### config.mk
export PLATFORM = sky130hd
export DESIGN_NAME = spf_engine
export DESIGN_NICKNAME = d
export VERILOG_FILES = /design/src/rtl/spf_pkg.sv /design/src/rtl/spf_desc_latch.sv /design/src/rtl/spf_walker.sv /design/src/rtl/spf_ctrl.sv /design/src/rtl/spf_engine.sv
export SDC_FILE = /design/constraint.sdc
export NUM_CORES = 1
export LEC_CHECK = 0
export BUFFER_PORTS_ARGS = -buffer_cell sky130_fd_sc_hd__buf_2
export CORE_MARGIN = 8
export CORE_UTILIZATION = 60
export CTS_BUF_LIST = sky130_fd_sc_hd__clkbuf_8
export CTS_CLUSTER_SIZE = 24
export DETAILED_ROUTE_END_ITERATION = 7
export MAX_ROUTING_LAYER = met4
export PLACE_DENSITY = 0.78
export SLEW_MARGIN = 20
export SYNTH_ARGS = -nofsm -noshare
export SYNTH_HDL_FRONTEND = slang
export SYNTH_HIERARCHICAL = 1
export SYNTH_SLANG_ARGS = --single-unit
### constraint.sdc
create_clock -name clk -period 5.8 [get_ports clk]
set_input_delay 0 -clock clk [delete_from_list [all_inputs] [get_ports clk]]
set_output_delay 0 -clock clk [all_outputs]
set_load 0.1 [all_outputs]
### src/rtl/spf_pkg.sv
package spf_pkg;

    typedef enum logic [1:0] {
        ST_IDLE = 2'd0,
        ST_SCAN = 2'd1,
        ST_HOLD = 2'd2,
        ST_DONE = 2'd3
    } spf_state_e;

endpackage

### src/rtl/spf_desc_latch.sv
module spf_desc_latch #(
    parameter int ADDR_W   = 32,
    parameter int LEN_W    = 16,
    parameter int STRIDE_W = 12
) (
    input  logic                clk,
    input  logic                rst_n,
    input  logic                load_i,
    input  logic [ADDR_W-1:0]   base_i,
    input  logic [LEN_W-1:0]    len_i,
    input  logic [STRIDE_W-1:0] stride_i,
    input  logic                temporal_i,
    output logic [ADDR_W-1:0]   base_o,
    output logic [LEN_W-1:0]    len_o,
    output logic [STRIDE_W-1:0] stride_o,
    output logic                temporal_o,
    output logic                stride_zero_o
);

    // Descriptor fields only change on a start pulse.
    always_ff @(posedge clk or negedge rst_n) begin
        if (!rst_n) begin
            base_o     <= '0;
            len_o      <= '0;
            stride_o   <= '0;
            temporal_o <= 1'b0;
        end else if (load_i) begin
            base_o     <= base_i;
            len_o      <= len_i;
            stride_o   <= stride_i;
            temporal_o <= temporal_i;
        end
    end

    assign stride_zero_o = (stride_o == '0);

    // without a load the stored descriptor does not move
    a_r11_desc_hold: assert property (@(posedge clk) disable iff (!rst_n)
        !load_i |=> $stable(base_o) && $stable(len_o) && $stable(stride_o) && $stable(temporal_o));

endmodule

### src/rtl/spf_walker.sv
module spf_walker #(
    parameter int ADDR_W     = 32,
    parameter int LEN_W      = 16,
    parameter int STRIDE_W   = 12,
    parameter int LINE_BYTES = 64
) (
    input  logic                    clk,
    input  logic                    rst_n,
    input  logic                    restart_i,
    input  logic                    advance_i,
    input  logic                    mark_i,
    input  logic [ADDR_W-1:0]       base_i,
    input  logic [LEN_W-1:0]        len_i,
    input  logic [STRIDE_W-1:0]     stride_i,
    output logic [ADDR_W-$clog2(LINE_BYTES)-1:0] cand_line_o,
    output logic                    at_end_o,
    output logic                    same_line_o
);

    localparam int LB    = $clog2(LINE_BYTES);
    localparam int LA_W  = ADDR_W - LB;
    localparam int OFF_W = LEN_W + 1;

    logic [OFF_W-1:0]  offset_q;
    logic [LA_W-1:0]   last_q;
    logic              have_q;
    logic [ADDR_W-1:0] cand_addr;
    logic              unused_low;

    // Candidate byte address wraps modulo the address width.
    assign cand_addr   = base_i + ADDR_W'(offset_q);
    assign cand_line_o = cand_addr[ADDR_W-1:LB];
    assign unused_low  = ^cand_addr[LB-1:0];

    assign at_end_o    = (offset_q >= {1'b0, len_i});
    assign same_line_o = have_q && (cand_line_o == last_q);

    // Offset: one stride per advance, extra bit keeps the sum exact.
    always_ff @(posedge clk or negedge rst_n) begin
        if (!rst_n) begin
            offset_q <= '0;
        end else if (restart_i) begin
            offset_q <= '0;
        end else if (advance_i) begin
            offset_q <= offset_q + OFF_W'(stride_i);
        end
    end

    // Line most recently handed to the cache, for the skip test.
    always_ff @(posedge clk or negedge rst_n) begin
        if (!rst_n) begin
            last_q <= '0;
            have_q <= 1'b0;
        end else if (restart_i) begin
            have_q <= 1'b0;
        end else if (mark_i) begin
            last_q <= cand_line_o;
            have_q <= 1'b1;
        end
    end

    // a line just requested is never requested again back to back
    a_r6_no_repeat_line: assert property (@(posedge clk) disable iff (!rst_n)
        (mark_i && !restart_i && have_q) |-> (cand_line_o != last_q));

    // the walker never moves past the end of the stream
    a_r7_no_step_past_end: assert property (@(posedge clk) disable iff (!rst_n)
        (advance_i && !restart_i) |-> !at_end_o);

endmodule

### src/rtl/spf_ctrl.sv
module spf_ctrl
    import spf_pkg::*;
(
    input  logic clk,
    input  logic rst_n,
    input  logic start_i,
    input  logic start_len_zero_i,
    input  logic mem_busy_i,
    input  logic pf_ready_i,
    input  logic at_end_i,
    input  logic same_line_i,
    input  logic stride_zero_i,
    output logic advance_o,
    output logic mark_o,
    output logic pf_valid_o,
    output logic busy_o,
    output logic done_o
);

    spf_state_e state_q, state_d;

    always_ff @(posedge clk or negedge rst_n) begin
        if (!rst_n) begin
            state_q <= ST_IDLE;
        end else begin
            state_q <= state_d;
        end
    end

    always_comb begin
        state_d    = state_q;
        advance_o  = 1'b0;
        mark_o     = 1'b0;
        pf_valid_o = 1'b0;
        busy_o     = 1'b0;
        done_o     = 1'b0;
        unique case (state_q)
            ST_IDLE: begin
            end
            ST_SCAN: begin
                busy_o = 1'b1;
                if (at_end_i) begin
                    state_d = ST_DONE;
                end else if (same_line_i) begin
                    advance_o = 1'b1;
                end else if (!mem_busy_i) begin
                    pf_valid_o = 1'b1;
                    if (pf_ready_i) begin
                        advance_o = 1'b1;
                        mark_o    = 1'b1;
                        if (stride_zero_i) begin
                            state_d = ST_DONE;
                        end
                    end else begin
                        state_d = ST_HOLD;
                    end
                end
            end
            ST_HOLD: begin
                busy_o     = 1'b1;
                pf_valid_o = 1'b1;
                if (pf_ready_i) begin
                    advance_o = 1'b1;
                    mark_o    = 1'b1;
                    state_d   = stride_zero_i ? ST_DONE : ST_SCAN;
                end
            end
            ST_DONE: begin
                done_o = 1'b1;
            end
            default: begin
                state_d = ST_IDLE;
            end
        endcase
        // A start pulse overrides everything else in the cycle.
        if (start_i) begin
            state_d   = start_len_zero_i ? ST_DONE : ST_SCAN;
            advance_o = 1'b0;
            mark_o    = 1'b0;
        end
    end

    // an accepted request with zero stride ends the stream
    a_r10_zero_stride_single: assert property (@(posedge clk) disable iff (!rst_n)
        (stride_zero_i && pf_valid_o && pf_ready_i && !start_i) |=> done_o);

    // done and busy are exclusive
    a_r7_done_not_busy: assert property (@(posedge clk) disable iff (!rst_n)
        !(done_o && busy_o));

endmodule

### src/rtl/spf_engine.sv
module spf_engine #(
    parameter int ADDR_W     = 32,
    parameter int LEN_W      = 16,
    parameter int STRIDE_W   = 12,
    parameter int LINE_BYTES = 64
) (
    input  logic                    clk,
    input  logic                    rst_n,
    input  logic                    cfg_start,
    input  logic [ADDR_W-1:0]       cfg_base,
    input  logic [LEN_W-1:0]        cfg_len,
    input  logic [STRIDE_W-1:0]     cfg_stride,
    input  logic                    cfg_temporal,
    input  logic                    mem_port_busy,
    output logic                    pf_valid,
    input  logic                    pf_ready,
    output logic [ADDR_W-$clog2(LINE_BYTES)-1:0] pf_line,
    output logic                    pf_temporal,
    output logic                    eng_busy,
    output logic                    eng_done
);

    localparam int LA_W = ADDR_W - $clog2(LINE_BYTES);

    logic [ADDR_W-1:0]   d_base;
    logic [LEN_W-1:0]    d_len;
    logic [STRIDE_W-1:0] d_stride;
    logic                d_temporal;
    logic                d_stride_zero;
    logic                w_at_end;
    logic                w_same_line;
    logic [LA_W-1:0]     w_line;
    logic                c_advance;
    logic                c_mark;
    logic                start_len_zero;

    assign start_len_zero = (cfg_len == '0);

    spf_desc_latch #(
        .ADDR_W   (ADDR_W),
        .LEN_W    (LEN_W),
        .STRIDE_W (STRIDE_W)
    ) u_desc (
        .clk           (clk),
        .rst_n         (rst_n),
        .load_i        (cfg_start),
        .base_i        (cfg_base),
        .len_i         (cfg_len),
        .stride_i      (cfg_stride),
        .temporal_i    (cfg_temporal),
        .base_o        (d_base),
        .len_o         (d_len),
        .stride_o      (d_stride),
        .temporal_o    (d_temporal),
        .stride_zero_o (d_stride_zero)
    );

    spf_walker #(
        .ADDR_W     (ADDR_W),
        .LEN_W      (LEN_W),
        .STRIDE_W   (STRIDE_W),
        .LINE_BYTES (LINE_BYTES)
    ) u_walk (
        .clk         (clk),
        .rst_n       (rst_n),
        .restart_i   (cfg_start),
        .advance_i   (c_advance),
        .mark_i      (c_mark),
        .base_i      (d_base),
        .len_i       (d_len),
        .stride_i    (d_stride),
        .cand_line_o (w_line),
        .at_end_o    (w_at_end),
        .same_line_o (w_same_line)
    );

    spf_ctrl u_ctrl (
        .clk              (clk),
        .rst_n            (rst_n),
        .start_i          (cfg_start),
        .start_len_zero_i (start_len_zero),
        .mem_busy_i       (mem_port_busy),
        .pf_ready_i       (pf_ready),
        .at_end_i         (w_at_end),
        .same_line_i      (w_same_line),
        .stride_zero_i    (d_stride_zero),
        .advance_o        (c_advance),
        .mark_o           (c_mark),
        .pf_valid_o       (pf_valid),
        .busy_o           (eng_busy),
        .done_o           (eng_done)
    );

    assign pf_line     = w_line;
    assign pf_temporal = d_temporal;

    // a freshly presented request only appears on an idle port cycle
    a_r3_launch_on_idle: assert property (@(posedge clk) disable iff (!rst_n)
        (pf_valid && !$past(pf_valid && !pf_ready)) |-> !mem_port_busy);

    // an unaccepted request is held unchanged
    a_r4_hold_stable: assert property (@(posedge clk) disable iff (!rst_n)
        (pf_valid && !pf_ready && !cfg_start) |=> pf_valid && $stable(pf_line) && $stable(pf_temporal));

    // a finished engine is quiet
    a_r7_done_quiet: assert property (@(posedge clk) disable iff (!rst_n)
        eng_done |-> (!eng_busy && !pf_valid));

    // an empty stream completes on the next cycle
    a_r8_empty_done: assert property (@(posedge clk) disable iff (!rst_n)
        (cfg_start && cfg_len == '0) |=> eng_done);

    // a nonempty start makes the engine busy next cycle
    a_r2_busy_after_start: assert property (@(posedge clk) disable iff (!rst_n)
        (cfg_start && cfg_len != '0) |=> (eng_busy && !eng_done));

endmodule

Word-level counts from Yosys, hierarchy flattened --
Index checks and enable logic that the tools add are counted.
Storage, ports and cells: flip-flop bits (word level) 107, output and inout port bits 30, logic and storage cells 59
Operators by class: add/subtract/negate cells 2, magnitude comparators 1, eq/ne operators 8, multiplexer cells 30, bitwise gates (word level) 1, reductions and logical operators 9
Operator list (number):
- $mux 17 | 2
- $add 32x17->32 | 1
- $eq 26x26->1 | 1
- $mux 2 | 9
- $add 17x12->17 | 1
- $ge 17x16->1 | 1
- $logic_not 16->1 | 1
- $mux 1 | 15
- $logic_not 12->1 | 1
- $ne 4x3->1 const B | 2
- $pmux 1 s2 | 3
- $ne 5x3->1 const B | 1
- $reduce_and 5->1 | 1
- $eq 2x2->1 const B | 2
- $pmux 2 s2 | 1
- $reduce_bool 2->1 | 2
- $ne 3x3->1 const B | 1
- $reduce_bool 3->1 | 1
- $eq 2x1->1 const B | 1
- $reduce_and 2->1 | 1
- $reduce_or 2->1 | 1
- $logic_and 1x1->1 | 1
- $not 1->1 | 1

Longest topological paths before layout --
depth in word-level cells 9, gate-level depth with buffers 20, depth with buffers taken out 19

By module --
The synthesis kept the hierarchy.
Modules (own cells, without submodules):
- spf_walker | times used 1, cells an instance 494, area each 4375.4 um^2, sequential area each 1101.1 um^2
- spf_desc_latch | times used 1, cells an instance 133, area each 2595.0 um^2, sequential area each 1526.5 um^2
- spf_ctrl | times used 1, cells an instance 29, area each 252.7 um^2, sequential area each 50.0 um^2
- spf_engine | times used 1, cells an instance 5, area each 33.8 um^2, sequential area each 0.0 um^2

Worst setup path before layout --
No wires, ideal clock.
path kind register -> register, start point reg u_walk.offset_q[12], end point reg u_walk.offset_q[0], data arrival time 5.946 ns, required time 5.668 ns, path slack -0.278 ns, stages on the path, launching flop included 18, period minus slack after synthesis 6.078 ns, cell sequence dfrtp_1 ha_1 a211oi_1 nor2_1 a2111oi_4 a21oi_2 xor2_1 xnor2_1 o2111ai_1 a2111oi_2 nand4_1 a2111oi_2 o21ai_1 a211oi_1 clkbuf_1 clkbuf_1 mux2i_1 nor2_1
Between the ends: cells in the longest elaborated chain, start to end 8, elaborated cells on any way between the ends 9
Ends and longest elaborated chain:
- start, declared | RTL line spf_walker.sv:24 | logic [OFF_W-1:0] offset_q;
- start signal, assigned | RTL line spf_walker.sv:45 | offset_q <= offset_q + OFF_W'(stride_i);
- $add 32x17->32 | RTL line spf_walker.sv:31 | assign cand_addr = base_i + ADDR_W'(offset_q);
- via pf_line[9] | RTL line spf_engine.sv:17 | output logic [ADDR_W-$clog2(LINE_BYTES)-1:0] pf_line,
- $eq 26x26->1 | RTL line spf_walker.sv:36 | assign same_line_o = have_q && (cand_line_o == last_q);
- $logic_and 1x1->1 | RTL line spf_walker.sv:36
- via w_same_line | RTL line spf_engine.sv:31 | logic w_same_line;
- $mux 1 | RTL line spf_ctrl.sv:44 | end else if (same_line_i) begin
- $mux 1 | RTL line spf_ctrl.sv:42 | if (at_end_i) begin
- $pmux 1 s2 | RTL line spf_ctrl.sv:37 | unique case (state_q)
- $mux 1 | RTL line spf_ctrl.sv:76 | if (start_i) begin
- via c_advance | RTL line spf_engine.sv:33 | logic c_advance;
- $reduce_bool 2->1 (no line)
The timed path passes the listed nets, and every way through them passes these cells. A chain may end at the register's enable or synchronous reset.

Worst setup path in the final report --
start point reg u_walk.offset_q[6], end point reg u_walk.offset_q[13]
Between the ends: cells in the longest elaborated chain, start to end 8, elaborated cells on any way between the ends 12
Ends and longest elaborated chain (RTL line):
- $add 32x17->32 | spf_walker.sv:31
- $eq 26x26->1 | spf_walker.sv:36
- $logic_and 1x1->1 | spf_walker.sv:36
- via w_same_line | spf_engine.sv:31
- $mux 1 | spf_ctrl.sv:44
- $mux 1 | spf_ctrl.sv:42
- $pmux 1 s2 | spf_ctrl.sv:37
- $mux 1 | spf_ctrl.sv:76
- via c_advance | spf_engine.sv:33
- $reduce_bool 2->1 (no line)
The timed path passes the listed nets, and every way through them passes these cells. The select of a mux whose other input is x is not followed.

==> reports/qor.csv <==
stage,metric,value,unit
grt,global-route usage over all layers,25.9,%
sta,period utilization,86.1,%
flow_run,max-cap violations,0,
sta,"Setup violations, final",0,
placement,dpl hpwl,14.1,mm
critical_path,Worst Path Buf+Inv,2,
sta,Final Skew,0.0123,ns
critical_path,origin of the worst setup path,u_walk/offset_q[6],
placement,Placed Area,0.00781,sq mm
sta,Slew headroom,30.3,%
synth,post-synth design cell area,0.00726,sq mm
clock_tree,Root Buffer,clkbuf_8,
synth,synthesized flop and latch total,107,
status,status,"finished, final reports clean",
hold_path,hold depth,2,
critical_path,CP Capture Type,flop,
clock_tree,# hold bufs at CTS,64,
critical_path,Crit-path slowest cell,a211oi_2,
cells_and_area,"most common cell after layout, fill and taps aside",dfrtp_1,
clock_tree,worst-case clock buffer depth,2,
hold_path,HP Class,primary input to flop,
floorplan,Initial Util,60.9,%
detailed_routing,drt pass-1 iters,5,
synth,Mapped Nets,775,
grt,initial antenna violation count,1,
cells_and_area,Reg area,0.00268,sq mm
critical_path,Worst R2R End,u_walk/offset_q[13],
critical_path,R2R cell count,18,
clock_tree,"Clk Latency, worst-skew pair",0.39,ns
cells_and_area,most frequent cells in the layout,"dfrtp_1, buf_2, dlygate4sd3_1",
synth,Mapped Cells,661,
grt,first-pass GRT wire length,31.9,mm
grt,largest net degree at the start of global routing,69,
cells_and_area,Area Overhead vs Synth,19.0,%
cells_and_area,share of cells above drive strength 1,27.8,%
grt,vias in the first global route,6024,
synth,library cells used by synthesis,76,
grt,total global routing overflow,0,
critical_path,cell chain of the critical path,ha_1 -> and4_1 -> and2_4 -> a2111oi_4 -> a211oi_2 -> o211ai_2 -> nand3b_1 -> o2111ai_1 -> a2111oi_2 -> nand4_1 -> a2111oi_2 -> buf_4 -> o21ai_1 -> a211oi_2 -> buf_4 -> nand2_1 -> or3_1 -> a21oi_1,
detailed_routing,post-route ant nets,0,
critical_path,CP startpoint kind,flop,
critical_path,CP top delay family,compound AO/OA/AOI/OAI gates,
critical_path,WP data arrival,5.30,ns
placement,RePlAce Congestion,0.954,
critical_path,r2r setup slk,0.81,ns
sta,Slew @ Worst Pin,1.05,ns
cells_and_area,fill cell count,865,
critical_path,reg2reg start,u_walk/offset_q[6],
clock_tree,number of setup buffers added after CTS,0,
pwr,Power Density,309,mW/mm^2
detailed_routing,routed length per instance,20.4,um
synth,syn_area_per_cell,11.0,sq um
cells_and_area,number of nets in the layout,931,
clock_tree,H-tree lvl count,3,
clock_tree,number of CTS-inserted buffers,9,
critical_path,Critical Path Max Stage Delay,0.57,ns
floorplan,Die Span X,126,um
critical_path,critical path peak fanout,17,
critical_path,WS Path Type,flop to flop,
synth,Main synth FF type,dfrtp_1,
critical_path,Worst EP required,6.11,ns
detailed_routing,vias per inst,5.94,
clock_tree,"CTS clk-pin slew, worst paths",0.10,ns
sta,final setup TNS,0,ns
placement,Buffers on Ports,95,
cells_and_area,Multi-input gate area,0.00429,sq mm
synth,Syn. warnings,6,
detailed_routing,DRC viols,0,
synth,"Seq/Total Area, Yosys",36.9,%
cells_and_area,Final Cell Area,0.00864,sq mm
synth,"EDFF count, synth",0,
detailed_routing,DR iter-0 viols,337,
hold_path,hold endpoint,u_walk/have_q,
floorplan,# IOs,96,
floorplan,Die Y,126,um
sta,Final Max Slew Viols,0,
detailed_routing,aggregate routed wire length,19.8,mm
synth,Async SR Flop Fraction,100,%
clock_tree,# clock sinks,107,
sta,Max Clk Rate,200,MHz
clock_tree,post-CTS sizing,0,
floorplan,total core area,0.0119,sq mm
floorplan,Site Rows,40,
pwr,LEAKAGE,4.14,nW
detailed_routing,DR vias,5756,
pwr,worst vdd ir,0.000270,V
sta,Hold Fails Final Rpt,0,
hold_path,hold wc startpoint,cfg_start,
clock_tree,CTS tree,yes,
floorplan,die area,0.0159,sq mm
sta,hold slack final,0.0253,ns
sta,fin crit period,4.99,ns
pwr,Pwr Total,0.00267,W
sta,RSZ-0062 raised after global routing,no,
[logic make-up after synthesis]
kind of cell,after synthesis,share of synthesized area [%]
xor+xnor,56,7.14
flops,107,36.9
simple gates,167,12.2
buf+inv,53,4.26
mux,95,17.6
fa+ha+maj,48,8.38
compound gates,135,13.6
[power breakdown]
group          switching (W)  leakage [nW]  internal [W]
registers           0.000155          1.31      0.000888
clock network       0.000262        0.0909      0.000194
logic               0.000716          2.74      0.000451
[through the flow]
stage	worst slack, ns	util (%)	std cells
global route	0.523	72.5	968
detailed placement	0.890	65.6	889
finish	0.808	72.5	969
global placement	0.969	65.6	889
floorplan	0.0732	-	661
CTS	0.841	72.5	967
[worst reg2reg max path: stages (launching register included)]
cell and delay (ns):
dfrtp_1 0.48, ha_1 0.42, and4_1 0.25, and2_4 0.20, a2111oi_4 0.09, a211oi_2 0.57, o211ai_2 0.21, nand3b_1 0.13
o2111ai_1 0.17, a2111oi_2 0.38, nand4_1 0.16, a2111oi_2 0.38, buf_4 0.21, o21ai_1 0.09, a211oi_2 0.28, buf_4 0.32
nand2_1 0.11, or3_1 0.32, a21oi_1 0.14
[worst max-delay path by stage]
stage / endpoint / slack (ns) / cells after the start
global placement: u_walk/offset_q[13] / 0.97 / 18
finish: u_walk/offset_q[13] / 0.81 / 18
global route: u_walk/offset_q[13] / 0.52 / 18
floorplan: u_walk/offset_q[0] / 0.07 / 17
detailed placement: u_walk/offset_q[13] / 0.89 / 18
CTS: u_walk/offset_q[13] / 0.84 / 18
[metal layers]
layer  part of all wire, %  track usage [%]  wire length (um)  up-vias
li1                      -                -                 -     2715
met1                    43             30.7              8470     2870
met2                    50             43.2              9930      136
met3                   4.1             4.73               818       35
met4                   2.8             10.1               549        0
met5                     0                -                 0        -
[cells in the mapped netlist (7+ instances only)]
cell type / n / area share (%)
dfrtp_1: 107 / 37
mux2_4: 60 / 12
nor2_1: 50 / 2.6
ha_1: 47 / 8.1
inv_1: 34 / 1.8
nand2_1: 31 / 1.6
a21oi_1: 30 / 2.1
xnor2_1: 29 / 3.5
xor2_1: 25 / 3.0
o21ai_0: 22 / 1.5
mux2_2: 21 / 3.3
mux2i_1: 14 / 1.9
nor3_1: 12 / 0.83
nor2b_1: 11 / 0.95
nand4_1: 10 / 0.86
nor4_1: 10 / 0.86
a21o_1: 9 / 0.93
a211oi_1: 8 / 0.83
a31oi_1: 7 / 0.60
clkbuf_1: 7 / 0.36
[state kept, by name, summed over array words and instances, names as in the netlist]
name,cells
u_walk/last_q,26
u_desc/temporal_o,1
u_desc/len_o,16
u_walk/offset_q,17
u_ctrl/state_q,2
u_desc/base_o,32
u_walk/have_q,1
u_desc/stride_o,12
[final cells by class]
| class | instances | area share [%] |
|---|---|---|
| diodes | 2 | 0.0580 |
| clock buffers | 9 | 1.43 |
| clock inverters | 5 | 0.652 |
| inverters | 34 | 1.48 |
| multi-input cells | 501 | 49.7 |
| flip-flops and latches | 107 | 31.0 |
| well taps | 147 | 2.13 |
| repair buffers | 164 | 13.6 |
Note: power is estimated with default switching activity, not from simulation.
